File: src/rtl/dring_pkg.sv
package dring_pkg;
    localparam int ADDR_W     = 32;
    localparam int DESC_LG2   = 5;
    localparam int SIZE_W     = 4;
    localparam int MAX_CODE   = 10;
    localparam int PTR_W      = ADDR_W - DESC_LG2;

    typedef enum logic [2:0] {
        ST_IDLE,
        ST_CHECK,
        ST_FETCH,
        ST_ADVANCE,
        ST_HALT
    } dq_state_e;
endpackage

File: src/rtl/dring_ptr.sv
module dring_ptr
    import dring_pkg::*;
#(
    parameter int PW     = PTR_W,
    parameter int SW     = SIZE_W,
    parameter int MAXC   = MAX_CODE
) (
    input  logic          clk,
    input  logic          rst_n,
    input  logic          load,
    input  logic [PW-1:0] load_val,
    input  logic          step,
    input  logic [SW-1:0] size_code,
    output logic [PW-1:0] ptr
);
    localparam int IDX_W = MAXC + 1;

    logic [SW-1:0] code_eff;
    logic [PW-1:0] idx_mask;
    logic [PW-1:0] ptr_inc;
    logic [PW-1:0] ptr_next;

    always_comb begin
        code_eff = (size_code > SW'(MAXC)) ? SW'(MAXC) : size_code;
    end

    generate
        for (genvar g = 0; g < PW; g++) begin : g_mask
            if (g < IDX_W) begin : g_idx
                assign idx_mask[g] = (SW'(g) <= code_eff);
            end else begin : g_hi
                assign idx_mask[g] = 1'b0;
            end
        end
    endgenerate

    always_comb begin
        ptr_inc  = ptr + PW'(1);
        ptr_next = (ptr & ~idx_mask) | (ptr_inc & idx_mask);
    end

    always_ff @(posedge clk or negedge rst_n) begin
        if (!rst_n) begin
            ptr <= '0;
        end else if (step) begin
            ptr <= ptr_next;
        end else if (load) begin
            ptr <= load_val;
        end
    end
endmodule

File: src/rtl/dring_status.sv
module dring_status (
    input  logic clk,
    input  logic rst_n,
    input  logic set_flag,
    input  logic clr_flag,
    output logic flag
);
    always_ff @(posedge clk or negedge rst_n) begin
        if (!rst_n) begin
            flag <= 1'b0;
        end else if (set_flag) begin
            flag <= 1'b1;
        end else if (clr_flag) begin
            flag <= 1'b0;
        end
    end
endmodule

File: src/rtl/dring_fsm.sv
module dring_fsm
    import dring_pkg::*;
(
    input  logic      clk,
    input  logic      rst_n,
    input  logic      en,
    input  logic      ptr_eq,
    input  logic      done,
    output dq_state_e state,
    output logic      req,
    output logic      step,
    output logic      set_empty,
    output logic      parked
);
    dq_state_e state_nx;

    always_comb begin
        state_nx = state;
        unique case (state)
            ST_IDLE:    if (en) state_nx = ST_CHECK;
            ST_CHECK:   if (!en)        state_nx = ST_IDLE;
                        else if (ptr_eq) state_nx = ST_HALT;
                        else             state_nx = ST_FETCH;
            ST_FETCH:   if (done) state_nx = ST_ADVANCE;
            ST_ADVANCE: if (!en)        state_nx = ST_IDLE;
                        else if (ptr_eq) state_nx = ST_HALT;
                        else             state_nx = ST_FETCH;
            ST_HALT:    if (!en)        state_nx = ST_IDLE;
                        else if (!ptr_eq) state_nx = ST_FETCH;
            default:    state_nx = ST_IDLE;
        endcase
    end

    always_ff @(posedge clk or negedge rst_n) begin
        if (!rst_n) begin
            state <= ST_IDLE;
        end else begin
            state <= state_nx;
        end
    end

    always_comb begin
        req       = 1'b0;
        step      = 1'b0;
        set_empty = 1'b0;
        parked    = 1'b0;
        unique case (state)
            ST_IDLE:    parked = 1'b1;
            ST_CHECK:   ;
            ST_FETCH:   begin
                req  = 1'b1;
                step = done;
            end
            ST_ADVANCE: set_empty = ptr_eq;
            ST_HALT:    ;
            default:    ;
        endcase
    end
endmodule

File: src/rtl/dring_consumer.sv
module dring_consumer
    import dring_pkg::*;
(
    input  logic              clk,
    input  logic              rst_n,
    input  logic              reg_wr,
    input  logic              reg_addr,
    input  logic [ADDR_W-1:0] reg_wdata,
    output logic [ADDR_W-1:0] reg_rdata,
    input  logic              ctl_en,
    input  logic [SIZE_W-1:0] ring_size_code,
    input  logic              empty_irq_en,
    input  logic [ADDR_W-1:0] enq_ptr,
    output logic              fetch_req,
    output logic [ADDR_W-1:0] fetch_addr,
    input  logic              fetch_done,
    output logic              irq
);
    dq_state_e         state;
    logic [PTR_W-1:0]  ptr_q;
    logic              ptr_eq;
    logic              step;
    logic              set_empty;
    logic              parked;
    logic              empty_q;
    logic              ptr_load;
    logic              empty_clr;

    assign ptr_eq    = (ptr_q == enq_ptr[ADDR_W-1:DESC_LG2]);
    assign ptr_load  = reg_wr && !reg_addr && parked && !ctl_en;
    assign empty_clr = reg_wr && reg_addr && reg_wdata[0];

    dring_fsm u_fsm (
        .clk       (clk),
        .rst_n     (rst_n),
        .en        (ctl_en),
        .ptr_eq    (ptr_eq),
        .done      (fetch_done),
        .state     (state),
        .req       (fetch_req),
        .step      (step),
        .set_empty (set_empty),
        .parked    (parked)
    );

    dring_ptr #(
        .PW   (PTR_W),
        .SW   (SIZE_W),
        .MAXC (MAX_CODE)
    ) u_ptr (
        .clk       (clk),
        .rst_n     (rst_n),
        .load      (ptr_load),
        .load_val  (reg_wdata[ADDR_W-1:DESC_LG2]),
        .step      (step),
        .size_code (ring_size_code),
        .ptr       (ptr_q)
    );

    dring_status u_status (
        .clk      (clk),
        .rst_n    (rst_n),
        .set_flag (set_empty),
        .clr_flag (empty_clr),
        .flag     (empty_q)
    );

    assign fetch_addr = {ptr_q, {DESC_LG2{1'b0}}};
    assign reg_rdata  = reg_addr ? {{(ADDR_W-1){1'b0}}, empty_q}
                                 : {ptr_q, {DESC_LG2{1'b0}}};
    assign irq        = empty_q && empty_irq_en;
endmodule

File: config.mk
export PLATFORM = sky130hd
export DESIGN_NAME = dring_consumer
export DESIGN_NICKNAME = d
export VERILOG_FILES = /design/src/rtl/dring_pkg.sv /design/src/rtl/dring_ptr.sv /design/src/rtl/dring_status.sv /design/src/rtl/dring_fsm.sv /design/src/rtl/dring_consumer.sv
export SDC_FILE = /design/constraint.sdc
export NUM_CORES = 1
export LEC_CHECK = 0
export BUFFER_PORTS_ARGS = -buffer_cell sky130_fd_sc_hd__buf_2
export CAP_MARGIN = 30
export CORE_MARGIN = 4
export CORE_UTILIZATION = 42
export CTS_CLUSTER_DIAMETER = 150
export DETAILED_ROUTE_END_ITERATION = 7
export MAX_ROUTING_LAYER = met4
export PLACE_DENSITY = 0.84
export SYNTH_ARGS = -nofsm -noshare
export SYNTH_HDL_FRONTEND = slang
export SYNTH_SLANG_ARGS = --single-unit
File: constraint.sdc
create_clock -name clk -period 2 [get_ports clk]
set_clock_uncertainty 0.15 [all_clocks]
set_input_delay 0.2 -clock clk [delete_from_list [all_inputs] [get_ports clk]]
set_output_delay 0.2 -clock clk [all_outputs]
set_load 0.05 [all_outputs]
* Yosys cells after proc, flatten, opt, wreduce, memory -nomap -nowiden
Index checks and enable logic that the tools add are counted.
** Operators by class
- Add/sub/neg operators :: 1
- Multiply operators :: 0
- Divide/modulo/power cells :: 0
- Magnitude comparators :: 12
- Equality and inequality tests :: 8
- Shift-type cells :: 0
- Mux-type cells :: 17
- Bitwise operators :: 4
- Reduce and logical (&&, ||, !) cells :: 13
** Operators by type and width (count)
- 27-bit two-way mux :: 2
- 32-bit two-way mux :: 1
- 27-bit by 1-bit adder with 27-bit output (second input constant) :: 1
- 27-bit by 11-bit AND with 27-bit output :: 1
- 27-bit AND :: 1
- 27-bit equality test :: 1
- 11-bit NOT with 27-bit output :: 1
- 27-bit bitwise OR :: 1
- 3-bit two-way mux :: 6
- 3-bit by 4-bit less-or-equal comparator with 1-bit output (first input constant) :: 4
- 4-bit less-or-equal comparator (first input constant) :: 3
- 3-bit case mux with 4 select lines :: 1
- 1-bit by 4-bit less-or-equal comparator with 1-bit output (first input constant) :: 2
- 2-bit by 4-bit less-or-equal comparator with 1-bit output (first input constant) :: 2
- 3-bit by 2-bit equality test with 1-bit output (second input constant) :: 2
- 1-bit logical AND :: 6
- 1-bit two-way mux :: 6
- 4-bit greater-than comparator (second input constant) :: 1
- 4-bit two-way mux :: 1
- 2-bit inequality test (second input constant) :: 2
- 2-bit nonzero test :: 2
- 3-bit by 1-bit equality test with 1-bit output (second input constant) :: 1
- 3-bit equality test (second input constant) :: 1
- 3-bit logical NOT :: 1
- 4 further kinds :: 5
** Word-level totals
- Register bits :: 31
- Latch bits :: 0
- Bits in writable memories :: 0
- Memory bits (read-only) :: 0
- Input port bits :: 75
- Word-level logic and storage cells :: 58
- Memories kept :: 0

* Longest topological paths before layout
Gate-level depths: netlist of the first run.
- Depth in word-level cells :: 7
- Gate-level depth with buffers :: 6
- Gate-level depth less buffers :: 5

* Hierarchy
Synthesis of the first run repeated with hierarchy kept, for this count alone.
** Unflattened totals
- Cell total of the unflattened synthesis :: 258
- Area, all modules :: 2198.4 um2
** By module, submodules not included
- dring_ptr :: times used 1, cells each 159, area an instance 1405.1 um2, seq. area each 675.6 um2
- dring_consumer :: times used 1, cells each 80, area an instance 583.1 um2, seq. area each 0.0 um2
- dring_fsm :: times used 1, cells each 16, area an instance 173.9 um2, seq. area each 75.1 um2
- dring_status :: times used 1, cells each 3, area an instance 36.3 um2, seq. area each 25.0 um2

* Worst setup path before layout of the first run
No wires, ideal clock.
- Path kind :: reg2reg
- Start point :: register (tool-made name)
- End point :: register (tool-made name)
- Library setup time :: 150 ps
- Arrival time :: 1757 ps
- Path slack :: -57 ps
- Cell stages (with the launch flop) :: 7
- Path buffers :: 1
- Clock period less this slack :: 2057 ps
- Cells stage by stage :: dfrtp_1 > buf_2 > nand3_1 > nor3_1 > nand4_1 > o211ai_1 > o311ai_1

==> run summary, run 1 <==
Main combinational cell family by area after synthesis - simple AND/OR/NAND/NOR gates
Number of max-cap violations - 0
Row Count - 25
Final Hold Viols - 0
GR Util All Layers - 0.2202
Sequential area share after synthesis - 0.3764
Hold path start - reg_wdata[5]
Drt pass-1 iters - 5
Crit path buffers/inverters - 0
Area grow syn2layout - 47.18%
Switch Pwr - 2.859 mW
Critical path peak fanout - 7
Min Tclk post-route - 1881 ps
Max stage delay cell, worst path - or4_4
Global route overflow - 0
Core Area - 4723 sq um
Die Wd - 78.05 microns
# diodes - 0
Outcome - finished, final reports clean
Combinational Power Share - 0.635
Internal power - 2.019 mW
Clock slew at reported path FFs - 70 ps
Vias in the first global route - 2204
CP Data Arrival Time - 1900 ps
#FFs+latches synth - 31
XOR/XNOR share of the synthesized area - 0.1190
DIE HEIGHT - 78.05 microns
Multi-input logic area - 1214 sq um
Initial antenna violation count - 0
Met3 Use GR - 0.05619
CP Capture Type - flop
Global-route wire length before repair - 10290 microns
Synth warnings - 0
Max Freq - 0.5316 GHz
Dpl hpwl - 4845 microns
CP Launch Type - flop
Clock root buffer - clkbuf_8
Post-synth top area cell - dfrtp_1
WS Path Type - reg2reg
CP cell instances - and4bb_4 -> nand3_2 -> or4_4 -> nand3_2 -> o211ai_2
Pwr Density - 1608 nW/um^2
# DRC - 0
Met1 usage - 0.2507
Clk pwr share - 0.093
Sink Count - 31
Reg2reg setup slack - 120 ps
Final Cycle Share - 0.9406
Hold path cells - 3
Leak - 1.599 nW
Post-Synth Adder-Cell Area - 0.006072
RSZ-0062 raised after global routing - no
Cells after Synth - 243
Met2 GRT Util - 0.3818
Mean area per synthesized cell - 8.480 sq um
# setup viols final - 0
CP most frequent cell - nand3_2
Largest net degree at the start of global routing - 32
Area share of the largest cell type after synthesis - 0.3764
Cell area after placement - 2744 sq um
Count of unique library cells instantiated by Yosys - 44
Clock Latency Late Sink - 280 ps
Switching share of total power - 0.5861
CTS Buf Count - 5
Register area - 777.0 sq um
Synth Area in Compound Gates - 0.09593
Worst-Margin Slew - 695.3 ps
I/O Buffers - 122
Reg2Reg Depth - 5
Total power - 4.877 mW
Worst vdd ir - 0.001009 V
Share of cells above drive strength 1 - 0.3769
Final GP Congestion - 0.8492
Seq pwr share - 0.272
Drt via density - 4.954
Top delay family on crit path - simple AND/OR/NAND/NOR gates
RR Startpoint - u_fsm.state[2]$_DFFE_PN0P_
CTS tree - yes
GRT busiest layer - met2
Hold Path End - u_ptr.ptr[0]$_DFFE_PN0P_
Htree depth - 2
Hold WC Path Type - in2reg
DRT Wirelength - 6610 microns
Max Buffers Root-to-Sink - 2
Drt first-iter violations - 118
WP data required - 2020 ps
I/O pin total - 141
Nets - 466
Final instance area - 3033 sq um
Syn Std Cell Area - 2061 sq um
Max-slew violations - 0
Multiplexer share of the synthesized area - 0.009715
Post-Synth Simple-Gate Area - 0.3358
Top post-synthesis cells by area - dfrtp_1 (38%), xor2_1 (12%), nand2_1 (11%), nor2b_1 (8.5%), buf_4 (3.3%)
Vias - 2264
Initial Util - 0.4363
Crit-path max cell delay - 520 ps
Filler Cell Count - 395
WL/cell - 14.46 microns
Die area - 6091 sq um
Max transition margin - 0.5365
Setup_tns - 0 ps
Utilization after layout - 0.6421
CP Launch Point - u_fsm.state[2]$_DFFE_PN0P_
DRT antenna net count - 0
# Post-CTS Setup Buffers - 0
synth_stat cells, drive strengths merged:
library cell and number:
nand2 59, and4bb 1, o2111ai 2, nand4 3
nor4b 1, a31oi 1, o311ai 2, mux2i 2
o31ai 1, o31a 1, clkbuf 6, o21a 1
and3 1, nor2 10, nor2b 28, a32o 1
or2 1, or4 2, nor3 5, and2 3
a311oi 1, o211ai 5, a211oi 1, nand3 10
a31o 1, a21oi 6, nand4b 1, nor4 6
dfrtp 31, inv 1, conb 1, and4b 1
o21ai 3, buf 13, nand3b 1, ha 1
o311a 1, xor2 28
routing by layer:
layer,up-vias,wire [microns]
met5,-,0
met4,0,98
met3,10,557
met2,113,3264
met1,1040,2689
li1,1101,-
area by class of cell:
type                    count  area share
inverters                   1    0.001238
repair buffers            151      0.2896
multi-input cells         200      0.4002
clock buffers               7     0.02517
well taps                  67     0.02764
flip-flops and latches     31      0.2562
worst register-to-register path, cell delays in order, from the launching register on:
cell and delay [ps]:
dfrtp_1 440, and4bb_4 380, nand3_2 100, or4_4 520, nand3_2 100, o211ai_2 90
how the worst max path moves through the flow:
| stage | to | cells after the start | slack (ps) |
|---|---|---|---|
| global placement | u_fsm.state[1]$_DFFE_PN0P_ | 6 | 70 |
| detailed placement | u_fsm.state[1]$_DFFE_PN0P_ | 6 | 80 |
| floorplan | flop | 5 | 20 |
| finish | flop | 5 | 120 |
| CTS | u_fsm.state[1]$_DFFE_PN0P_ | 6 | 50 |
| global route | u_fsm.state[1]$_DFFE_PN0P_ | 5 | 0.8 |
cell usage in the layout, fill, tap and decap left out, drive strengths merged, types with 5 or more instances in the layout:
cell type / n
buf: 131
nand2: 59
dfrtp: 31
nor2b: 28
xor2: 28
dlygate4sd3: 20
nor2: 10
nand3: 10
conb: 9
clkbuf: 7
a21oi: 6
nor4: 6
nor3: 5
o211ai: 5
what timing repair did:
action | CTS | global route
resized for setup | 0 | 3
hold buffers | 20 | 0
endpoints found under the setup margin | 0 | 6
hold endpoints to repair | 50 | 0
logic make-up (layout without fill, tap and decap cells):
logic type / after synthesis / in the layout
mux: 2 / 2
simple gates: 133 / 133
flops: 31 / 31
other cells: 1 / 9
xor+xnor: 28 / 28
buf+inv: 20 / 159
fa+ha+maj: 1 / 1
compound gates: 27 / 27
power by group through the flow:
stage | Combinational, mW | Sequential [mW] | Clock (mW)
5_1_grt | 3.28 | 1.38 | 0.492
3_3_place_gp | 3.01 | 1.30 | 0
2_1_floorplan | 1.39 | 2.17 | 0
4_1_cts | 3.10 | 1.32 | 0.466
3_5_place_dp | 3.06 | 1.32 | 0
6_report | 3.10 | 1.32 | 0.454
metrics by stage:
stage	instances	hold slack (ps)	setup WS, ps
global route	457	20.72	0.7649
detailed placement	430	142.9	76.21
finish	457	8.302	118.9
global placement	430	136.3	73.32
floorplan	251	-245.6	17.78
CTS	457	1.425	46.66
Note: power is estimated with default switching activity, not from simulation.
==> inputs of run 2 (changes only) <==
CORE_UTILIZATION = 45   (was 42)
HOLD_SLACK_MARGIN = 0.05   (was not set)
PLACE_DENSITY = 0.89   (was 0.84)
clock period = 2.2 ns   (was 2 ns; I/O delays follow)
==> run 2 against run 1 <==
Against the previous run: global-route usage grew 2.8 points; non-clock buffer count shrank 2; design area shrank 1.3%; sequential power shrank 7%; routed wire length grew 2.0%; critical path depth is the same; worst setup slack gained 130 ps; via count is essentially flat.
==> run summary, run 2 (synthesis gave the netlist of run 1 again) <==
Leak - 1.585 nW
Sink Count - 31
WP data required - 2210 ps
Largest net degree at the start of global routing - 32
Min Tclk post-route - 1955 ps
Area grow syn2layout - 45.23%
CP most frequent cell - nand3_2
Die area - 5726 sq um
Final Hold Viols - 0
WL/cell - 15.36 microns
Setup_tns - 0 ps
Max stage delay cell, worst path - or4_4
Commonest cells after routing, fill and taps aside - buf_2 (122), nand2_1 (59), dfrtp_1 (31)
Drt first-iter violations - 223
Nets - 464
Commonest non-fill, non-tap cell in the layout - buf_2
Worst vdd ir - 0.001047 V
Top delay family on crit path - simple AND/OR/NAND/NOR gates
Initial antenna violation count - 0
Hold path start - reg_wdata[14]
Crit path buffers/inverters - 0
RSZ-0062 raised after global routing - no
CP Data Arrival Time - 1960 ps
WS Path Type - reg2reg
CP cell instances - and4bb_4 -> nand3_2 -> or4_4 -> nand3_2 -> o211ai_2
Max Buffers Root-to-Sink - 2
# diodes - 0
CP Capture Type - flop
Final Cycle Share - 0.8884
Final GP Congestion - 0.8778
Clock slew at reported path FFs - 70 ps
Global-route wire length before repair - 10230 microns
Initial Util - 0.4700
Global route overflow - 0
I/O Buffers - 122
Max Freq - 0.5116 GHz
RR Startpoint - u_fsm.state[2]$_DFFE_PN0P_
Vias in the first global route - 2162
Row Count - 24
Max transition margin - 0.5147
Drt via density - 5.162
# setup viols final - 0
Pwr Density - 1459 nW/um^2
Vias - 2266
Critical path peak fanout - 7
DRT Wirelength - 6744 microns
GR Util All Layers - 0.2483
CP Launch Type - flop
Drt pass-1 iters - 4
Final instance area - 2993 sq um
Hold WC Path Type - in2reg
Cell area after placement - 2679 sq um
Core Area - 4384 sq um
Outcome - finished, final reports clean
Die Wd - 75.67 microns
DIE HEIGHT - 75.67 microns
I/O pin total - 141
# DRC - 0
Clock root buffer - clkbuf_8
CP Launch Point - u_fsm.state[2]$_DFFE_PN0P_
Htree depth - 2
CTS Buf Count - 5
DRT antenna net count - 0
Worst-Margin Slew - 727.9 ps
Max-slew violations - 0
Crit-path max cell delay - 520 ps
Min Hold Slack - 70.52 ps
Clock Latency Late Sink - 280 ps
Dpl hpwl - 4864 microns
CTS tree - yes
Number of max-cap violations - 0
Share of cells above drive strength 1 - 0.3566
Total power - 4.367 mW
-- run 2: area by class of cell --
type	instances	area (sq um)
clock buffer	6	72.57
fill	344	1391
inverter	1	3.754
multi-input combinational	200	1202
sequential	31	775.7
tap	52	65.06
timing repair buffer	149	873.3
-- run 2: final timing paths --
path	depth (start not counted)	endpoint	slack, ps
min in group asynchronous	2	u_status.flag$_DFFE_PN0P_	380
worst min register to register	1	u_fsm.state[0]$_DFFE_PN0P_	370
max in group asynchronous	2	u_ptr.ptr[17]$_DFFE_PN0P_	1050
worst max register to register	5	flop	250
worst max-delay path	5	flop	250
worst min-delay path	3	flop	70
-- run 2: layer usage --
metal	global-route usage	vias up	wire length, microns
li1	-	1095	-
met1	0.2904	1052	2641
met2	0.4276	109	3532
met3	0.04881	10	479
met4	0.07961	0	89
met5	-	-	0
-- run 2: tightest hold or removal path: cells and delay by family --
kind / cells / cell delay, ps
compound gates: 2 / 160
buf+inv: 1 / 80
-- run 2: stage by stage --
step,instances,utilization,worst slack (ps)
2_1_floorplan,251,-,142.9
3_3_place_gp,409,0.6110,241.8
3_5_place_dp,409,0.6110,182.4
4_1_cts,439,0.6824,156.2
5_1_grt,439,0.6826,118.8
6_report,439,0.6826,245.4
-- run 2: repair_timing --
item | 4_1_cts | 5_1_grt
setup buffers | 0 | 0
endpoints found under the hold margin | 54 | 0
hold buffers | 24 | 0
resized for setup | 0 | 1
endpoints found under the setup margin | 0 | 14
-- run 2: where the power goes --
group	switching [mW]	internal, mW	total (mW)
Combinational	1.98	0.741	2.72
Sequential	0.401	0.827	1.23
Clock	0.206	0.211	0.416
Total	2.59	1.78	4.37
==> inputs of run 3 (changes only) <==
RECOVER_POWER = 25   (was not set)
==> run 3 against run 2 <==
Against the previous run: sequential power barely moved; global-route usage did not move; sequential cell count did not move; sequential share of layout area did not move; clock power barely moved; largest cell class unchanged; largest power group unchanged; hold slack barely moved; routed wire length barely moved.
==> run summary, run 3 (synthesis gave the netlist of run 1 again) <==
Drt first-iter violations - 223
Hold WC Path Type - in2reg
Filler Cell Count - 344
CP Capture Type - flop
Pwr Density - 1459 nW/um^2
CP Launch Point - u_fsm.state[2]$_DFFE_PN0P_
Nets - 464
I/O pin total - 141
I/O Buffers - 122
Final instance area - 2993 sq um
Setup_tns - 0 ps
Largest net degree at the start of global routing - 32
WS Path Type - reg2reg
Vias - 2270
Worst vdd ir - 0.001049 V
Max transition margin - 0.4597
Utilization after layout - 0.6826
Min Tclk post-route - 1955 ps
Clock slew at reported path FFs - 70 ps
Core Area - 4384 sq um
CP Launch Type - flop
Row Count - 24
Crit-path max cell delay - 520 ps
CP cell instances - and4bb_4 -> nand3_2 -> or4_4 -> nand3_2 -> o211ai_2
Initial Util - 0.4700
Outcome - finished, final reports clean
GR Util All Layers - 0.2483
Global-route wire length before repair - 10230 microns
Max-slew violations - 0
Cell area after placement - 2679 sq um
Dpl hpwl - 4864 microns
Reg2reg setup slack - 250 ps
Clock root buffer - clkbuf_8
CTS Buf Count - 5
WP data required - 2210 ps
# DRC - 0
CP Data Arrival Time - 1960 ps
Area grow syn2layout - 45.23%
Leak - 1.585 nW
Commonest non-fill, non-tap cell in the layout - buf_2
Hold path start - reg_wdata[14]
Max Freq - 0.5116 GHz
Die Wd - 75.67 microns
Initial antenna violation count - 0
CTS tree - yes
Dpl ws - 182.4 ps
Final Cycle Share - 0.8885
DRT antenna net count - 0
Htree depth - 2
Critical path peak fanout - 7
Final Hold Viols - 0
Drt via density - 5.171
Final GP Congestion - 0.8778
Clock Latency Late Sink - 280 ps
Worst-Margin Slew - 810.4 ps
Max Buffers Root-to-Sink - 2
# diodes - 0
DIE HEIGHT - 75.67 microns
CP most frequent cell - nand3_2
# setup viols final - 0
WL/cell - 15.37 microns
Sink Count - 31
Drt pass-1 iters - 4
Vias in the first global route - 2162
DRT Wirelength - 6746 microns
Commonest cells after routing, fill and taps aside - buf_2 (121), nand2_1 (59), dfrtp_1 (31)
Max stage delay cell, worst path - or4_4
RSZ-0062 raised after global routing - no
Global route overflow - 0
Min Hold Slack - 70.51 ps
Die area - 5726 sq um
Share of cells above drive strength 1 - 0.3566
Final setup margin - 245.4 ps
Number of max-cap violations - 0
RR Startpoint - u_fsm.state[2]$_DFFE_PN0P_
[run 3: layout make-up]
type                    instances  area [sq um]  share of cell area
well taps                      52         65.06             0.02174
flip-flops and latches         31         775.7              0.2592
multi-input cells             200          1202              0.4018
repair buffers                149         873.3              0.2918
inverters                       1         3.754            0.001254
clock buffers                   6         72.57             0.02425
[run 3: metal layers]
| metal | vias to the layer above | track usage | routed length, microns |
|---|---|---|---|
| met4 | 0 | 0.07961 | 89 |
| met3 | 10 | 0.04881 | 481 |
| met2 | 111 | 0.4276 | 3532 |
| li1 | 1095 | - | - |
| met5 | - | - | 0 |
| met1 | 1054 | 0.2904 | 2642 |
[run 3: final timing paths]
kind | cells past startpoint | endpoint
worst min-delay path | 3 | flop
max in group asynchronous | 2 | u_ptr.ptr[17]$_DFFE_PN0P_
min in group asynchronous | 2 | u_status.flag$_DFFE_PN0P_
worst max register to register | 5 | flop
worst max-delay path | 5 | flop
worst min register to register | 1 | u_fsm.state[0]$_DFFE_PN0P_
[run 3: where the power goes]
part	total, mW	switching, mW	internal, mW
sequential	1.23	0.402	0.827
clock	0.416	0.206	0.211
combinational	2.72	1.98	0.741
[run 3: metrics by stage]
| step | cells | power (mW) |
|---|---|---|
| 2_1_floorplan | 251 | 3.239 |
| 3_3_place_gp | 409 | 3.853 |
| 3_5_place_dp | 409 | 3.912 |
| 4_1_cts | 439 | 4.377 |
| 5_1_grt | 439 | 4.625 |
| 6_report | 439 | 4.368 |
[run 3: worst max-delay path, delay by kind of cell (launching register included)]
| family | cells | cell delay, ps |
|---|---|---|
| AO/OA/AOI/OAI | 1 | 110 |
| flip-flops | 1 | 450 |
| AND/OR/NAND/NOR | 4 | 1130 |
[run 3: what timing repair did]
action	in CTS	in global routing
setup endpoints to repair	0	14
endpoints found under the hold margin	54	0
hold buffers	24	0
gates resized for setup	0	1
buffers inserted	0	0
